--- src/rtl/lnk_pkg.sv ---
package lnk_pkg;
  localparam int unsigned NLAYER = 4;
  localparam int unsigned TRKW   = 12;
  localparam int unsigned CNTW   = 3;

  // number of layers whose road pixel fired
  function automatic logic [CNTW-1:0] count_hits(input logic [NLAYER-1:0] h);
    logic [CNTW-1:0] c;
    c = '0;
    for (int i = 0; i < NLAYER; i++) begin
      c = c + {{(CNTW-1){1'b0}}, h[i]};
    end
    return c;
  endfunction
endpackage

--- src/rtl/lnk_road_table.sv ---
module lnk_road_table
  import lnk_pkg::*;
#(
  parameter int unsigned NROADS = 16,
  parameter int unsigned IW     = 5,
  localparam int unsigned AW    = (NROADS > 1) ? $clog2(NROADS) : 1,
  localparam int unsigned EPW   = NLAYER * IW
)(
  input  logic                     clk,
  input  logic                     rst_n,
  input  logic                     wr_en,
  input  logic [AW-1:0]            wr_addr,
  input  logic [EPW-1:0]           wr_pix,
  input  logic [TRKW-1:0]          wr_word,
  input  logic                     wr_vld,
  output logic [NROADS*EPW-1:0]    road_pix,
  output logic [NROADS*TRKW-1:0]   road_word,
  output logic [NROADS-1:0]        road_vld
);

  for (genvar r = 0; r < NROADS; r++) begin : g_ent
    logic            ent_we;
    logic [EPW-1:0]  pix_d,  pix_q;
    logic [TRKW-1:0] word_d, word_q;
    logic            vld_d,  vld_q;

    assign ent_we = wr_en && (wr_addr == AW'(r));

    always_comb begin
      pix_d  = pix_q;
      word_d = word_q;
      vld_d  = vld_q;
      if (ent_we) begin
        pix_d  = wr_pix;
        word_d = wr_word;
        vld_d  = wr_vld;
      end
    end

    always_ff @(posedge clk or negedge rst_n) begin
      if (!rst_n) begin
        pix_q  <= '0;
        word_q <= '0;
        vld_q  <= 1'b0;
      end else begin
        pix_q  <= pix_d;
        word_q <= word_d;
        vld_q  <= vld_d;
      end
    end

    assign road_pix[r*EPW +: EPW]    = pix_q;
    assign road_word[r*TRKW +: TRKW] = word_q;
    assign road_vld[r]               = vld_q;
  end

  AST_WR_TAKES_EFFECT: assert property (@(posedge clk) disable iff (!rst_n)
    wr_en |=> (road_vld[$past(wr_addr)] == $past(wr_vld))) else $error("write lost");

endmodule

--- src/rtl/lnk_road_match.sv ---
module lnk_road_match
  import lnk_pkg::*;
#(
  parameter int unsigned NPIX   = 24,
  parameter int unsigned NROADS = 16,
  parameter int unsigned IW     = 5,
  localparam int unsigned PADW  = 1 << IW,
  localparam int unsigned EPW   = NLAYER * IW
)(
  input  logic [NLAYER*NPIX-1:0]   pix,
  input  logic [NROADS*EPW-1:0]    road_pix,
  input  logic [NROADS-1:0]        road_vld,
  output logic [NROADS-1:0]        full_hit,
  output logic [NROADS-1:0]        part_hit
);

  // zero-padded layer vectors: an index past the window reads a zero
  logic [PADW-1:0] lay_pad [NLAYER];
  for (genvar l = 0; l < NLAYER; l++) begin : g_pad
    assign lay_pad[l] = PADW'(pix[l*NPIX +: NPIX]);
  end

  for (genvar r = 0; r < NROADS; r++) begin : g_road
    logic [NLAYER-1:0] hit;
    logic [CNTW-1:0]   cnt;
    for (genvar l = 0; l < NLAYER; l++) begin : g_lay
      logic [IW-1:0] idx;
      assign idx    = road_pix[(r*NLAYER + l)*IW +: IW];
      assign hit[l] = lay_pad[l][idx];
    end
    assign cnt         = count_hits(hit);
    assign full_hit[r] = road_vld[r] && (cnt == CNTW'(NLAYER));
    assign part_hit[r] = road_vld[r] && (cnt >= CNTW'(NLAYER - 1));
  end

endmodule

--- src/rtl/lnk_best_select.sv ---
module lnk_best_select
  import lnk_pkg::*;
#(
  parameter int unsigned NROADS = 16
)(
  input  logic                    clk,
  input  logic                    rst_n,
  input  logic                    eval_en,
  input  logic [NROADS-1:0]       full_hit,
  input  logic [NROADS-1:0]       part_hit,
  input  logic [NROADS*TRKW-1:0]  road_word,
  output logic                    trk_valid,
  output logic                    trk_found,
  output logic [TRKW-1:0]         trk_word
);

  logic [NROADS-1:0] cand;
  logic [NROADS-1:0] grant;
  logic [TRKW-1:0]   word_mux;
  logic              valid_d, found_d;
  logic [TRKW-1:0]   word_d;

  // full matches outrank partial ones; lowest index wins inside a class
  always_comb begin
    logic seen;
    cand     = (|full_hit) ? full_hit : part_hit;
    seen     = 1'b0;
    word_mux = '0;
    for (int r = 0; r < NROADS; r++) begin
      grant[r] = cand[r] && !seen;
      seen     = seen || cand[r];
      if (grant[r]) word_mux = word_mux | road_word[r*TRKW +: TRKW];
    end
  end

  always_comb begin
    valid_d = eval_en;
    found_d = trk_found;
    word_d  = trk_word;
    if (eval_en) begin
      found_d = |cand;
      word_d  = word_mux;
    end
  end

  always_ff @(posedge clk or negedge rst_n) begin
    if (!rst_n) begin
      trk_valid <= 1'b0;
      trk_found <= 1'b0;
      trk_word  <= '0;
    end else begin
      trk_valid <= valid_d;
      trk_found <= found_d;
      trk_word  <= word_d;
    end
  end

  AST_GRANT_ONEHOT: assert property (@(posedge clk) disable iff (!rst_n)
    $onehot0(grant)) else $error("multiple winners");
  AST_NOMATCH_ZERO: assert property (@(posedge clk) disable iff (!rst_n)
    (trk_valid && !trk_found) |-> (trk_word == '0)) else $error("word without track");
  AST_PART_FOUND: assert property (@(posedge clk) disable iff (!rst_n)
    (eval_en && (|part_hit)) |=> (trk_valid && trk_found)) else $error("match dropped");
  AST_HOLD_RESULT: assert property (@(posedge clk) disable iff (!rst_n)
    !trk_valid |-> ($stable(trk_word) && $stable(trk_found))) else $error("result moved");

endmodule

--- src/rtl/road_linker.sv ---
module road_linker
  import lnk_pkg::*;
#(
  parameter int unsigned NPIX   = 24,
  parameter int unsigned NROADS = 16,
  localparam int unsigned IW    = $clog2(NPIX),
  localparam int unsigned AW    = (NROADS > 1) ? $clog2(NROADS) : 1,
  localparam int unsigned EPW   = NLAYER * IW,
  localparam int unsigned PXW   = NLAYER * NPIX
)(
  input  logic              clk,
  input  logic              rst_n,
  input  logic              xing_valid,
  input  logic [PXW-1:0]    pix_in,
  input  logic              cfg_we,
  input  logic [AW-1:0]     cfg_addr,
  input  logic [EPW-1:0]    cfg_pix,
  input  logic [TRKW-1:0]   cfg_word,
  input  logic              cfg_vld,
  output logic              trk_valid,
  output logic              trk_found,
  output logic [TRKW-1:0]   trk_word
);

  logic [PXW-1:0]          pix_d, pix_q;
  logic                    eval_d, eval_q;
  logic [NROADS*EPW-1:0]   road_pix;
  logic [NROADS*TRKW-1:0]  road_word;
  logic [NROADS-1:0]       road_vld;
  logic [NROADS-1:0]       full_hit, part_hit;

  // capture stage: pixels load only on a crossing
  always_comb begin
    eval_d = xing_valid;
    pix_d  = pix_q;
    if (xing_valid) pix_d = pix_in;
  end

  always_ff @(posedge clk or negedge rst_n) begin
    if (!rst_n) begin
      pix_q  <= '0;
      eval_q <= 1'b0;
    end else begin
      pix_q  <= pix_d;
      eval_q <= eval_d;
    end
  end

  lnk_road_table #(.NROADS(NROADS), .IW(IW)) u_table (
    .clk       (clk),
    .rst_n     (rst_n),
    .wr_en     (cfg_we),
    .wr_addr   (cfg_addr),
    .wr_pix    (cfg_pix),
    .wr_word   (cfg_word),
    .wr_vld    (cfg_vld),
    .road_pix  (road_pix),
    .road_word (road_word),
    .road_vld  (road_vld)
  );

  lnk_road_match #(.NPIX(NPIX), .NROADS(NROADS), .IW(IW)) u_match (
    .pix      (pix_q),
    .road_pix (road_pix),
    .road_vld (road_vld),
    .full_hit (full_hit),
    .part_hit (part_hit)
  );

  lnk_best_select #(.NROADS(NROADS)) u_select (
    .clk       (clk),
    .rst_n     (rst_n),
    .eval_en   (eval_q),
    .full_hit  (full_hit),
    .part_hit  (part_hit),
    .road_word (road_word),
    .trk_valid (trk_valid),
    .trk_found (trk_found),
    .trk_word  (trk_word)
  );

  AST_VALID_LATENCY: assert property (@(posedge clk) disable iff (!rst_n)
    trk_valid |-> $past(xing_valid, 2)) else $error("stray valid");
  AST_INVALID_SILENT: assert property (@(posedge clk) disable iff (!rst_n)
    (eval_q && !(|road_vld)) |=> !trk_found) else $error("empty table found track");

endmodule

--- config.mk ---
export PLATFORM = sky130hd
export DESIGN_NAME = road_linker
export DESIGN_NICKNAME = d
export VERILOG_FILES = /design/src/rtl/lnk_pkg.sv /design/src/rtl/lnk_road_table.sv /design/src/rtl/lnk_road_match.sv /design/src/rtl/lnk_best_select.sv /design/src/rtl/road_linker.sv
export SDC_FILE = /design/constraint.sdc
export NUM_CORES = 1
export LEC_CHECK = 0
export BUFFER_PORTS_ARGS = -buffer_cell sky130_fd_sc_hd__buf_2
export CORE_UTILIZATION = 65
export CTS_CLUSTER_SIZE = 40
export DETAILED_ROUTE_END_ITERATION = 16
export GPL_TIMING_DRIVEN = 0
export PLACE_DENSITY = 0.8
export REMOVE_ABC_BUFFERS = 1
export SETUP_SLACK_MARGIN = 0.05
export SYNTH_ARGS = -nofsm -noshare
export SYNTH_HDL_FRONTEND = slang
export SYNTH_SLANG_ARGS = --single-unit
--- constraint.sdc ---
create_clock -name clk -period 15.75 [get_ports clk]
set_input_delay 1.575 -clock clk [delete_from_list [all_inputs] [get_ports clk]]
set_output_delay 1.575 -clock clk [all_outputs]
set_load 0.02 [all_outputs]
Word level (Yosys, flattened, before mapping)
Cells that the tools add are included.
{"block": "word_totals", "mem_bits_rw": 0, "elab_cells": 467, "reg_bits": 639, "output_inout_bits": 14, "n_memories": 0, "mem_bits_ro": 0, "latchBits": 0, "input_bits": 137}
{"block": "classes", "div": 0, "n_bitwise": 15, "eq_ne": 31, "n_reduce_logical": 95, "add_sub_neg": 48, "shifts": 0, "multipliers": 0, "muxes": 145, "order_cmp": 80}
{"op": "5-bit by 6-bit less-than comparator with 1-bit output, second input constant", "n": 64}
{"op": "1-bit binary-select mux with 5-bit select", "n": 64}
{"op": "12-bit 2-to-1 mux", "n": 16}
{"op": "12-bit OR", "n": 15}
{"op": "3-bit by 1-bit adder with 3-bit output", "n": 32}
{"op": "1-bit 2-to-1 mux", "n": 64}
{"op": "1-bit logical AND", "n": 63}
{"op": "3-bit equality test, second input constant", "n": 16}
{"op": "3-bit by 2-bit greater-or-equal comparator with 1-bit output, second input constant", "n": 16}
{"op": "1-bit by 1-bit adder with 2-bit output", "n": 16}
{"op": "4-bit equality test, second input constant", "n": 8}
{"op": "16-bit OR reduction", "n": 2}
{"op": "4-bit by 3-bit equality test with 1-bit output, second input constant", "n": 4}
{"op": "16-bit 2-to-1 mux", "n": 1}
{"op": "1-bit zero test", "n": 15}
{"op": "1-bit logical OR", "n": 14}
{"op": "4-bit by 2-bit equality test with 1-bit output, second input constant", "n": 2}
{"op": "4-bit by 1-bit equality test with 1-bit output, second input constant", "n": 1}
{"op": "4-bit zero test", "n": 1}

Logic depth before layout (Yosys ltp)
{"block": "depth", "ltp_word": 40, "ltp_mapped": 19, "ltp_nobuf": 15}

Modules after synthesis
Synthesis repeated with hierarchy kept, for this count alone.
{"block": "hier_totals", "cells_unflattened": 3131, "area_unflattened_um2": 41472.3}
{"module": "lnk_road_table", "area_per_inst_um2": 19869.1, "seq_area_each_um2": 13212.7, "instances": 1, "cells_each": 1183}
{"module": "lnk_road_match", "area_per_inst_um2": 15302.2, "seq_area_each_um2": 0.0, "instances": 1, "cells_each": 1404}
{"module": "road_linker", "area_per_inst_um2": 3789.9, "seq_area_each_um2": 2427.3, "instances": 1, "cells_each": 204}
{"module": "lnk_best_select", "area_per_inst_um2": 2511.2, "seq_area_each_um2": 350.3, "instances": 1, "cells_each": 340}

Worst setup path before layout
Ideal clock, no wire load.
{"block": "synth_timing", "kind": "reg-to-reg", "from": "register u_table.g_ent[5].pix_q[5]", "to": "register u_select.trk_word[10]", "t_required_ps": 15624, "setup_time_ps": 126, "path_stages_with_launch": 16, "arrival_ps": 5005, "path_slack_ps": 10619, "synth_period_minus_slack_ps": 5131, "path_buffers": 1, "cell_sequence": "dfrtp_1 clkbuf_1 mux4_2 mux4_2 mux2_2 ha_1 fa_1 ha_1 and4bb_4 nor4_4 nand4_2 o41ai_4 nor3b_1 a221o_1 a2111o_1 o32a_1"}
{"block": "synth_via", "elab_chain_len": 40, "word_cells_on_any_way": 86, "cone_classes": "add/sub: 3; order compare: 1; eq/ne: 1; mux: 19; bitwise: 15; reduce/logical: 47"}
{"element": "start, declared", "line_no": "lnk_road_table.sv:23", "source": "logic [EPW-1:0] pix_d, pix_q;"}
{"element": "start signal, assigned", "line_no": "lnk_road_table.sv:46", "source": "pix_q <= pix_d;"}
{"element": "1-bit binary-select mux with 5-bit select *", "line_no": "lnk_road_match.sv:29", "source": "assign hit[l] = lay_pad[l][idx];"}
{"element": "1-bit 2-to-1 mux (not written as such) *", "line_no": "lnk_road_match.sv:29"}
{"element": "1-bit by 1-bit adder with 2-bit output *", "line_no": "lnk_pkg.sv:11", "source": "c = c + {{(CNTW-1){1'b0}}, h[i]};"}
{"element": "3-bit by 1-bit adder with 3-bit output * (2 in series)", "line_no": "lnk_pkg.sv:11"}
{"element": "3-bit equality test", "line_no": "lnk_road_match.sv:32", "source": "assign full_hit[r] = road_vld[r] && (cnt == CNTW'(NLAYER));"}
{"element": "1-bit logical AND", "line_no": "lnk_road_match.sv:32"}
{"element": "16-bit OR reduction", "line_no": "lnk_best_select.sv:26", "source": "cand = (|full_hit) ? full_hit : part_hit;"}
{"element": "16-bit 2-to-1 mux *", "line_no": "lnk_best_select.sv:26"}
{"element": "(+23 left out)"}
{"element": "12-bit OR", "line_no": "lnk_best_select.sv:32", "source": "if (grant[r]) word_mux = word_mux | road_word[r*TRKW +: TRKW];"}
{"element": "12-bit 2-to-1 mux", "line_no": "lnk_best_select.sv:32"}
{"element": "12-bit OR", "line_no": "lnk_best_select.sv:32"}
{"element": "12-bit 2-to-1 mux", "line_no": "lnk_best_select.sv:32"}
{"element": "12-bit OR", "line_no": "lnk_best_select.sv:32"}
{"element": "12-bit 2-to-1 mux", "line_no": "lnk_best_select.sv:32"}
{"element": "12-bit OR", "line_no": "lnk_best_select.sv:32"}
{"element": "12-bit 2-to-1 mux *", "line_no": "lnk_best_select.sv:32"}
{"element": "end signal, assigned", "line_no": "lnk_best_select.sv:54", "source": "trk_word <= word_d;"}
{"element": "end, declared", "line_no": "lnk_best_select.sv:14", "source": "output logic [TRKW-1:0] trk_word"}
Mark *: on every way between the ends. The rest lies on a longest branch, timed or not. The select of a mux whose other input is x is not followed.
A chain may end at the register's enable or synchronous reset.

Worst setup path in the final report
{"block": "layout_timing", "from": "register pix_q[31]", "to": "register u_select.trk_word[9]"}
{"block": "layout_via", "elab_chain_len": 40, "word_cells_on_any_way": 221, "cone_classes": "add/sub: 48; order compare: 16; eq/ne: 16; mux: 49; bitwise: 15; reduce/logical: 77"}
{"element": "start, declared", "line_no": "road_linker.sv:25", "source": "logic [PXW-1:0] pix_d, pix_q;"}
{"element": "start signal, assigned", "line_no": "road_linker.sv:44", "source": "pix_q <= pix_d;"}
{"element": "1-bit binary-select mux with 5-bit select", "line_no": "lnk_road_match.sv:29"}
{"element": "1-bit 2-to-1 mux (not written as such)", "line_no": "lnk_road_match.sv:29"}
{"element": "1-bit by 1-bit adder with 2-bit output", "line_no": "lnk_pkg.sv:11"}
{"element": "3-bit by 1-bit adder with 3-bit output (2 in series)", "line_no": "lnk_pkg.sv:11"}
{"element": "3-bit equality test", "line_no": "lnk_road_match.sv:32"}
{"element": "1-bit logical AND", "line_no": "lnk_road_match.sv:32"}
{"element": "16-bit OR reduction", "line_no": "lnk_best_select.sv:26"}
{"element": "16-bit 2-to-1 mux *", "line_no": "lnk_best_select.sv:26"}
{"element": "(+23 left out)"}
{"element": "12-bit OR", "line_no": "lnk_best_select.sv:32"}
{"element": "12-bit 2-to-1 mux", "line_no": "lnk_best_select.sv:32"}
{"element": "12-bit OR", "line_no": "lnk_best_select.sv:32"}
{"element": "12-bit 2-to-1 mux", "line_no": "lnk_best_select.sv:32"}
{"element": "12-bit OR", "line_no": "lnk_best_select.sv:32"}
{"element": "12-bit 2-to-1 mux", "line_no": "lnk_best_select.sv:32"}
{"element": "12-bit OR", "line_no": "lnk_best_select.sv:32"}
{"element": "12-bit 2-to-1 mux *", "line_no": "lnk_best_select.sv:32"}
Marked as above.

==> qor.yml <==
grt:
  grt_usage: 0.367
  grt_pass1_vias: 27700
  grt_max_degree: 128
  grt_antenna_before_repair: 1
  overflow: 0
  grt_pass1_wl_um: 168000
clocking:
  clock_latency_ns: 0.62
  clock_sinks: 639
  cts_resized: 0
  postCtsHoldBufs: 0
  clkTransAtPathRegs_ns: 0.06
  post_cts_buffers: 0
  cts_root_buf: "clkbuf_16"
  cts_tree: "yes"
  clockBufferDepth: 3
  numCtsBuffers: 70
  h-tree-depth: 3
yosys:
  synthDistinctLibCells: 67
  async_flop_share: 1.00
  synth_edf_count: 0
  synthTopCellsByArea: "dfrtp_1 41%, mux4_2 26%, mux2_2 19%, clkbuf_1 2.6%, mux2i_1 1.6%"
  synth_cells: 2668
  synth_area_um2: 39200
  ys_seq_area_frac: 0.408
  ys_warn_count: 0
  ys_top_cells_by_count: "676 x mux2_2, 639 x dfrtp_1, 448 x mux4_2, 276 x clkbuf_1, 82 x nor2_1"
  ys_ff_latch: 639
  synth_top_cell_by_area: "dfrtp_1"
  yosysTopAreaCellShare: 0.408
  synth.avg_cell_area_um2: 14.7
  synth_ff_type: "dfrtp_1"
  yosysMostFrequentCell: "mux2_2"
routing:
  wl_met1_um: 38400
  wl_um: 109000
  wl_per_cell_um: 32.1
  drt_iter0_drc: 2926
  route.met3.wl_um: 12400
  viasPerCell: 7.68
  top_layer_used: "met4"
  ant_nets: 0
  wl_met2_um: 53000
  num_vias: 26000
  dr.pass1.iters: 12
  route.detailed.drc: 4
setup_path:
  crit_fanout: 24
  end_kind: "flip-flop"
  worst-path-buf-inv: 0
  critical_path_arrival_ns: 8.12
  path_class: "reg2reg"
  critical_path.cell_chain: "mux4_2 > mux4_2 > mux2_2 > ha_1 > fa_1 > ha_1 > nand4bb_1 > and4b_4 > and4_1 > o2111ai_1 > nand2_1 > or3_1 > o32ai_1 > o32a_1"
  crit_slowest_cell: "or3_1"
  cp_data_required_time_ns: 16.30
  start_kind: "flip-flop"
  cpPeakStageDelay_ns: 0.89
  critPathTopFamily: "simple AND/OR/NAND/NOR gates"
sta:
  finalWorstSetupSlack_ns: 8.18
  drv_slew: 0
  hold_viol_final: 0
  relSlewSlack: 0.00363
  fin_setup_tns_ns: 0
  hold_slack_ns: 0.497
  finClkSkew_ns: 0.0181
  fin_crit_ns: 7.57
  rsz0062_at_grt: "false"
  setup_viol: 0
  fin_crit_sh: 0.481
  worst_pin_slew_ns: 1.49
  fmaxAchievable_mhz: 132
placement:
  place_ws_ns: 8.39
  io_buffers: 150
  routabilityCongestion: 0.919
  post-dp-hpwl_um: 66900
  dp_cells: 3266
floorplanning:
  initial_core_util: 0.661
  rows: 89
  die_area_um2: 61300
  core_area_um2: 59400
  ios: 151
  die_h_um: 248
  fp.dieW_um: 248
status:
  violations: "design-rule violations, max-capacitance violations"
  status: "finished with violations"
power:
  p_per_area_nw_per_um2: 173
  ir_drop_mv: 0.157
  p_leak_nw: 17.0
  total_power_w: 0.00737
cells_and_area:
  area_growth_pct: 8.93
  layoutNonFillerInstCount: 3392
  nets: 2751
  drive_gt1_frac: 0.554
job:
  drv_cap: 1
worst_hold_path:
  hold_class: "reg2reg"
## where the power goes
| part | internal [W] | switching [W] | total, W | leakage (nW) |
|---|---|---|---|---|
| registers | 0.00200 | 0.000585 | 0.00258 | 7.77 |
| clock network | 0.000992 | 0.000703 | 0.00169 | 1.16 |
| logic | 0.00161 | 0.00149 | 0.00310 | 8.11 |
## cell families after synthesis
family	Yosys count	synth area share
DFF	639	0.408
and+or+nand+nor	246	0.0350
buffers and inverters	369	0.0358
muxes	1188	0.468
adders and majority gates	49	0.0187
AOI/OAI and AO/OA	177	0.0352
## layer usage
layer | global-route usage | up-vias
met3 | 0.0872 | 410
met1 | 0.479 | 13500
met4 | 0.191 | 0
met2 | 0.579 | 1839
met5 | 0 | -
li1 | - | 10300
## final cells by class
cell class	count	area [um2]
Sequential cell	639	16000
Antenna cell	1	2.50
Clock buffer	105	2090
Multi-Input combinational cell	1660	22000
Inverter	15	56.3
Tap cell	773	967
Timing Repair Buffer	179	1390
Clock inverter	20	265
Fill cell	3669	16600
## layout by cell type, fill, tap and decap left out, types with 5 or more instances in the layout
cell type	count
buf_16	15
nor2_1	73
a221oi_1	12
nor3_1	8
clkinv_2	8
clkbuf_8	19
nand4bb_1	8
o21ai_0	12
nor2_4	10
clkbuf_16	71
o32ai_1	11
and2_1	6
fa_1	16
a22oi_1	12
a21o_1	12
and4_1	13
nand3_1	20
a222oi_1	12
mux2i_1	64
clkbuf_1	15
inv_1	15
nand4b_1	11
a21oi_1	32
nand2_1	54
o32a_1	12
mux2_2	676
buf_6	5
dfrtp_1	639
ha_1	33
buf_12	7
o211ai_1	25
buf_2	148
mux4_2	448
a32oi_1	11
## path summary, 6_finish.rpt
check | from | end | slack (ns) | depth (start not counted)
worst max register to register | pix_q[31] | u_select.trk_word[9] | 8.18 | 14
worst min register to register | u_table.g_ent[13].word_q[3] | u_table.g_ent[13].word_q[3] | 0.50 | 1
worst max-delay path | pix_q[31] | u_select.trk_word[9] | 8.18 | 14
min in group asynchronous | rst_n | pix_q[61] | 0.96 | 1
max in group asynchronous | rst_n | u_table.g_ent[3].pix_q[2] | 13.20 | 3
worst min-delay path | u_table.g_ent[13].word_q[3] | u_table.g_ent[13].word_q[3] | 0.50 | 1
## flip-flops by register name (all words and copies together), names as in the netlist
register,flops
eval_q,1
pix_q,96
u_select.trk_found,1
u_select.trk_valid,1
u_select.trk_word,12
u_table.g_ent.pix_q,320
u_table.g_ent.vld_q,16
u_table.g_ent.word_q,192
## through the flow
step | utilization | area [um2]
finish | 0.720 | 42700
global route | 0.720 | 42700
CTS | 0.720 | 42700
detailed placement | 0.680 | 40400
global placement | 0.667 | 39600
floorplan | - | 37900
Power figures use the tool's default switching activity.
